### src/rtl/irq_pkg.sv
package irq_pkg;
  typedef enum logic [1:0] {
    ST_IDLE = 2'd0,
    ST_ACK1 = 2'd1,
    ST_ACK2 = 2'd2,
    ST_DONE = 2'd3
  } irqState_t;

  typedef struct packed {
    logic takeNmi;
    logic latchVec;
  } irqStrobes_t;
endpackage

### src/rtl/irq_datapath.sv
module irq_datapath
  import irq_pkg::*;
#(
  parameter int HOLD_CYCLES = 8,
  parameter int VEC_W       = 8,
  parameter int NMI_VECTOR  = 2
) (
  input  logic             clk,
  input  logic             rstN,
  input  logic             nmiIn,
  input  logic             intrIn,
  input  logic             iretStrobe,
  input  logic [VEC_W-1:0] dataBus,
  input  irqStrobes_t      strb,
  output logic             nmiPend,
  output logic             nmiActive,
  output logic             intrValid,
  output logic [VEC_W-1:0] vecReg
);
  localparam int CNT_W = $clog2(HOLD_CYCLES + 1);
  localparam logic [CNT_W-1:0] CNT_MAX = CNT_W'(HOLD_CYCLES);

  logic [1:0]       intrSync;
  logic [1:0]       nmiSync;
  logic             nmiPrev;
  logic [CNT_W-1:0] highCnt;
  logic             nmiEdge;

  assign nmiEdge   = nmiSync[1] & ~nmiPrev;
  assign intrValid = (highCnt == CNT_MAX);

  always_ff @(posedge clk) begin
    if (!rstN) begin
      intrSync  <= '0;
      nmiSync   <= '0;
      nmiPrev   <= 1'b0;
      highCnt   <= '0;
      nmiPend   <= 1'b0;
      nmiActive <= 1'b0;
      vecReg    <= '0;
    end else begin
      intrSync <= {intrSync[0], intrIn};
      nmiSync  <= {nmiSync[0], nmiIn};
      nmiPrev  <= nmiSync[1];
      if (!intrSync[1])
        highCnt <= '0;
      else if (highCnt != CNT_MAX)
        highCnt <= highCnt + 1'b1;
      nmiPend   <= nmiEdge | (nmiPend & ~strb.takeNmi);
      nmiActive <= strb.takeNmi | (nmiActive & ~iretStrobe);
      if (strb.takeNmi)
        vecReg <= VEC_W'(NMI_VECTOR);
      else if (strb.latchVec)
        vecReg <= dataBus;
    end
  end
endmodule

### src/rtl/irq_control.sv
module irq_control
  import irq_pkg::*;
(
  input  logic        clk,
  input  logic        rstN,
  input  logic        boundary,
  input  logic        ifFlag,
  input  logic        realMode,
  input  logic        ackReady,
  input  logic        nmiPend,
  input  logic        nmiActive,
  input  logic        intrValid,
  output irqStrobes_t strb,
  output logic        ackStrobe,
  output logic        ackCycle,
  output logic        takeValid,
  output logic        takeNmi,
  output logic        clearIf
);
  irqState_t state, stateNext;
  logic      doneNmi, doneNmiNext;

  always_comb begin
    stateNext   = state;
    doneNmiNext = doneNmi;
    strb        = '0;
    unique case (state)
      ST_IDLE: begin
        if (boundary) begin
          if (nmiPend && !nmiActive) begin
            strb.takeNmi = 1'b1;
            doneNmiNext  = 1'b1;
            stateNext    = ST_DONE;
          end else if (intrValid && ifFlag) begin
            doneNmiNext = 1'b0;
            stateNext   = ST_ACK1;
          end
        end
      end
      ST_ACK1: if (ackReady) stateNext = ST_ACK2;
      ST_ACK2: begin
        if (ackReady) begin
          strb.latchVec = 1'b1;
          stateNext     = ST_DONE;
        end
      end
      ST_DONE: stateNext = ST_IDLE;
      default: stateNext = ST_IDLE;
    endcase
  end

  always_ff @(posedge clk) begin
    if (!rstN) begin
      state   <= ST_IDLE;
      doneNmi <= 1'b0;
    end else begin
      state   <= stateNext;
      doneNmi <= doneNmiNext;
    end
  end

  assign ackStrobe = (state == ST_ACK1) || (state == ST_ACK2);
  assign ackCycle  = (state == ST_ACK2);
  assign takeValid = (state == ST_DONE);
  assign takeNmi   = takeValid & doneNmi;
  assign clearIf   = takeNmi & realMode;
endmodule

### src/rtl/irq_recog.sv
module irq_recog
  import irq_pkg::*;
#(
  parameter int HOLD_CYCLES = 8,
  parameter int VEC_W       = 8,
  parameter int NMI_VECTOR  = 2
) (
  input  logic             clk,
  input  logic             rstN,
  input  logic             nmiIn,
  input  logic             intrIn,
  input  logic             boundary,
  input  logic             ifFlag,
  input  logic             realMode,
  input  logic             iretStrobe,
  input  logic             ackReady,
  input  logic [VEC_W-1:0] dataBus,
  output logic             ackStrobe,
  output logic             ackCycle,
  output logic             takeValid,
  output logic             takeNmi,
  output logic [VEC_W-1:0] takeVector,
  output logic             clearIf,
  output logic             nmiActive
);
  irqStrobes_t strb;
  logic        nmiPend;
  logic        intrValid;

  irq_datapath #(
    .HOLD_CYCLES(HOLD_CYCLES),
    .VEC_W(VEC_W),
    .NMI_VECTOR(NMI_VECTOR)
  ) i_datapath (
    .clk(clk), .rstN(rstN), .nmiIn(nmiIn), .intrIn(intrIn),
    .iretStrobe(iretStrobe), .dataBus(dataBus), .strb(strb),
    .nmiPend(nmiPend), .nmiActive(nmiActive), .intrValid(intrValid),
    .vecReg(takeVector)
  );

  irq_control i_control (
    .clk(clk), .rstN(rstN), .boundary(boundary), .ifFlag(ifFlag),
    .realMode(realMode), .ackReady(ackReady), .nmiPend(nmiPend),
    .nmiActive(nmiActive), .intrValid(intrValid), .strb(strb),
    .ackStrobe(ackStrobe), .ackCycle(ackCycle), .takeValid(takeValid),
    .takeNmi(takeNmi), .clearIf(clearIf)
  );
endmodule

### config.mk
export PLATFORM = sky130hd
export DESIGN_NAME = irq_recog
export DESIGN_NICKNAME = d
export VERILOG_FILES = /design/src/rtl/irq_pkg.sv /design/src/rtl/irq_datapath.sv /design/src/rtl/irq_control.sv /design/src/rtl/irq_recog.sv
export SDC_FILE = /design/constraint.sdc
export NUM_CORES = 1
export LEC_CHECK = 0
export ABC_CLOCK_PERIOD_IN_PS = 3200
export CORE_ASPECT_RATIO = 1.1
export CORE_MARGIN = 5
export CORE_UTILIZATION = 59
export DETAILED_ROUTE_END_ITERATION = 8
export DONT_BUFFER_PORTS = 1
export HOLD_SLACK_MARGIN = 0.1
export MAX_ROUTING_LAYER = met4
export PLACE_DENSITY = 0.75
export SYNTH_ARGS = -nofsm -noshare
export SYNTH_HDL_FRONTEND = slang
export SYNTH_SLANG_ARGS = --single-unit
### constraint.sdc
create_clock -name clk -period 3.2 [get_ports clk]
set_input_delay 0.64 -clock clk [delete_from_list [all_inputs] [get_ports clk]]
set_output_delay 0.64 -clock clk [all_outputs]
set_load 0.1 [all_outputs]
# == After elaboration in Yosys (flattened, before gate mapping) ==
# Index checks and enable logic that the tools add are counted.
# totals
register_bits,22
inputBits,17
output_inout_bits,14
# classes
add_sub_neg,1
muxes,15
bitwise_logic,11
n_reduce_logical,11
eq_ne,9
# ops
cell,n
2-bit 2-to-1 mux,7
2-bit one-hot mux with 4 select lines,1
1-bit 2-to-1 mux,7
"2-bit inequality test, second input constant",3
1-bit AND,5
"4-bit by 1-bit adder with 4-bit output, second input constant",1
"2-bit == test, second input constant",2
"4-bit == test, second input constant",1
"4-bit inequality test, second input constant",1
1-bit inverter,4
4-bit AND reduction,1
2-bit nonzero test,2
"3-bit by 1-bit inequality test with 1-bit output, second input constant",1
3-bit AND reduction,1
"2-bit by 1-bit == test with 1-bit output, second input constant",1
1-bit logical AND,2
2-bit zero test,1
1-bit bitwise OR,2
2-bit AND reduction,1
2-bit OR reduction,1
1-bit zero test,1
1-bit logical OR,1

# == Logic depth before layout (Yosys ltp) ==
# logic_depth
ltp_word,8
depth_mapped,6
ltp_nobuf,5

# == Modules after synthesis ==
# From an unflattened synthesis, not the netlist that was laid out.
# hier_totals
hier_cells,97
area_unflattened_um2,999.7
# modules_own_cells
mod,area_per_inst_um2,cells_each,instances,seq_area_each_um2
irq_datapath,725.7,67,1,380.4
irq_control,274.0,30,1,60.1

# == Least setup slack after synthesis ==
# OpenSTA, ideal clock, no wires.
# synth_timing
path_type,register -> output
from,reg i_control.state[0]
to,out clearIf
path_stages_with_launch,3
t_arrival_ps,2096
path_buffers,0
setup_slack_ps,464
required_ps,2560
cell_sequence,dfxtp_1 > ha_1 > and3_1
# synth_via
elab_chain_len,3
# synth_rtl
element,line_no,rtl
start: declaration,irq_control.sv:20,"irqState_t state, stateNext;"
start signal: assignment,irq_control.sv:57,state <= stateNext;
2-bit == test,irq_control.sv:64,assign takeValid = (state == ST_DONE);
net takeValid,irq_recog.sv:20,"output logic takeValid,"
1-bit AND,irq_control.sv:65,assign takeNmi = takeValid & doneNmi;
1-bit AND,irq_control.sv:66,assign clearIf = takeNmi & realMode;
end: declaration,irq_recog.sv:23,"output logic clearIf,"
# The timed path passes the listed nets, and every way through them passes these cells.

# == Worst setup path after layout ==
# layout_timing
from,reg i_control.state[0]
to,out ackStrobe
# layout_via
elab_chain_len,2
# layout_rtl
element,line_no,rtl
2-bit by 1-bit == test with 1-bit output or 2-bit == test (tied branches),irq_control.sv:62,assign ackStrobe = (state == ST_ACK1) || (state == ST_ACK2);
1-bit logical OR (*),irq_control.sv:62,
end: declaration,irq_recog.sv:18,"output logic ackStrobe,"
# Mark *: on every way between the ends. The rest lies on a longest branch, timed or not.

==> metrics.cfg <==
[status]
status = complete, no violations

[global_route]
grt_usage_pct = 15.43
globalRouteOverflowTotal = 0
grt_pass1_vias = 636
antenna_found_initial = 0
grt_max_degree = 15
grt_pass1_wl_mm = 2.684

[power]
pwr-share-seq_pct = 63.5
irDropWorstVdd_v = 0.0003220
pwr-share-comb_pct = 10.8
leakage_uw = 0.0004245
switchingPower_uw = 120.4
switching_share_pct = 26.06
p_int_uw = 341.5
p_clk_share_pct = 25.7
powerDensity_nw_per_um2 = 461.5

[cts]
cts_setup_buffers = 0
cts.repair.resized = 0
cts_tree = built
cts_root_buf = clkbuf_4
clk_pin_slew_worst_paths_ns = 0.11
clkLatencyLatePin_ns = 0.30
h-tree-depth = 1
clock_sinks = 22
cts_buffer_depth = 2
cts_hold_repair.buffers = 0
cts_buffers = 3

[sta]
hold_viol = 0
final.setup.tns_ns = 0
post-route-period-util_pct = 71.25
maxSlewViolCount = 0
setup_viol = 0
fin_hold_ws_ns = 0.4132
max_freq_ghz = 0.4386
rsz0062_at_grt = no
fin_skew_ns = 0.004152
slew_headroom_pct = 35.13
period_needed_ns = 2.280
max_slew.worst_pin.slew_ns = 0.9717

[placement]
port_buffers = 0
place.gp.congestion = 0.7060
place_hpwl_mm = 1.269

[drt]
routed_wl_mm = 1.640
dr_total_vias = 691
drtPass1Iterations = 4
via_per_inst = 5.573
drcViolationCount = 0
ant_nets = 0
wl_per_cell_um = 13.23
drtIter0Drc = 6

[critical_path]
r2r-start = i_control.state[0]
worst-path-max-fanout = 4
endpoint_kind = output port
critical_path_class = flip-flop to output port
start_kind = flip-flop
r2r_end = i_control.state[1]
r2r_setup_slack_ns = 1.40
arrival_ns = 1.64
worstPathRequired_ns = 2.56
r2r_cells = 5

[yosys]
yosys_warnings = 0
synth_area_um2 = 942.2
ys_seq_area_share_pct = 46.75
ys_ff_latch = 22
synthCells = 102
syn-num-nets = 125
avgSynthCellArea_um2 = 9.237
ys_types = 26

[final_layout]
drive_gt1_share_pct = 8.411
antenna_cells = 0
final_common_cell = dfxtp_1
final_cell_mix = dfxtp_1 (22), nand2_1 (14), nand3_1 (9)
fin_nets = 132
multi_input_area_um2 = 456.7
register_area_um2 = 440.4
fillers = 129
syn2layout_area_growth_pct = 6.242

[min_path]
holdPathStages = 1
min_from = i_datapath.nmiPrev
whs_endpoint = i_datapath.nmiPend
min-delay-path-class = flip-flop to flip-flop

[floorplanning]
initial_core_util_pct = 61.22
die_h_um = 51.91
dieArea_um2 = 2497
core.rowCount = 15
core_area_um2 = 1539
ios = 31
dieWidth_um = 48.10

[job]
maxCapViolations = 0

cells by family after synthesis:
logic type / share of synthesized area [%]
AND/OR/NAND/NOR: 22.58
flip-flops: 46.75
AO/OA/AOI/OAI: 11.95
buffers and inverters: 4.781
adder cells (fa/ha/maj): 7.968
XOR/XNOR: 2.789
multiplexers: 3.187
flip-flops by register name (all words and copies together), names as in the netlist:
signal,flops
i_datapath.nmiPend,1
i_datapath.nmiPrev,1
i_datapath.nmiSync,2
i_datapath.nmiActive,1
i_datapath.intrSync,2
i_control.state,2
i_datapath.highCnt,4
i_datapath.vecReg,8
i_control.doneNmi,1
worst max-delay path by stage:
stage | from | to | slack, ns
after floorplan | i_control.state[0] | clearIf | 0.46
after global placement | i_control.state[0] | ackStrobe | 1.27
after detailed placement | i_control.state[0] | ackStrobe | 1.25
after CTS | i_control.state[0] | ackStrobe | 0.91
after global routing | i_control.state[0] | clearIf | 0.82
final | i_control.state[0] | ackStrobe | 0.92
synthesized netlist by cell type:
cell type  instances  share of area [%]
mux2i_1            3                3.2
o21ai_1            2                1.1
nand2b_1           2                1.3
inv_1              6                2.4
nand3_1            9                4.8
and3_1             1               0.66
clkbuf_1           1               0.40
nand3b_1           1               0.80
o211a_1            1                1.1
a21oi_1            7                3.7
buf_6              1                1.2
o21ba_1            1                1.1
nand4b_1           2                1.9
and3b_1            1               0.93
nand2_1           14                5.6
a21boi_1           3                2.4
xnor2_1            1               0.93
dfxtp_1           22                 47
nor2_1             5                2.0
nor2b_1            2                1.3
buf_4              1               0.80
xor2_1             2                1.9
a311oi_2           1                1.6
o21ai_0            2                1.1
ha_1               6                8.0
and2_1             5                3.3
per-layer routing:
layer / GRT usage [%] / vias up / part of all wire, %
met3: 4.498 / 4 / 9.1
met2: 24.01 / 24 / 49
li1: - / 350 / -
met5: - / - / 0
met4: 6.726 / 0 / 1.3
met1: 18.03 / 313 / 41
through the flow:
step                      cells  worst slack (ns)  power, uW  utilization (%)  instance area (um^2)
after detailed placement    121             1.253      349.5            63.58                 978.4
final                       124            0.9200      461.9            65.04                  1001
after global routing        124            0.8152      483.2            65.04                  1001
after floorplan             102            0.4643      346.4                -                 942.2
after CTS                   124            0.9105      465.4            65.04                  1001
after global placement      121             1.272      348.3            63.58                 978.4
power by group through the flow:
stage | combinational [uW] | sequential (uW) | clock, uW
floorplan | 44.9 | 301 | 0
global placement | 49.2 | 299 | 0
detailed placement | 49.8 | 300 | 0
CTS | 50.0 | 293 | 122
global route | 54.7 | 295 | 134
finish | 49.7 | 293 | 119
area by class of cell:
class                      instances  share of cell area [%]
sequential                        22                   44.00
multi-input combinational         71                   45.63
timing repair buffer               5                   3.750
inverter                           6                   2.250
tap                               17                   2.125
clock buffer                       3                   2.250
worst max-delay path, cell delays in order (launching register included):
cell     delay, ns
dfxtp_1       0.40
inv_1         0.08
ha_1          0.87
Note: power is estimated with default switching activity, not from simulation.
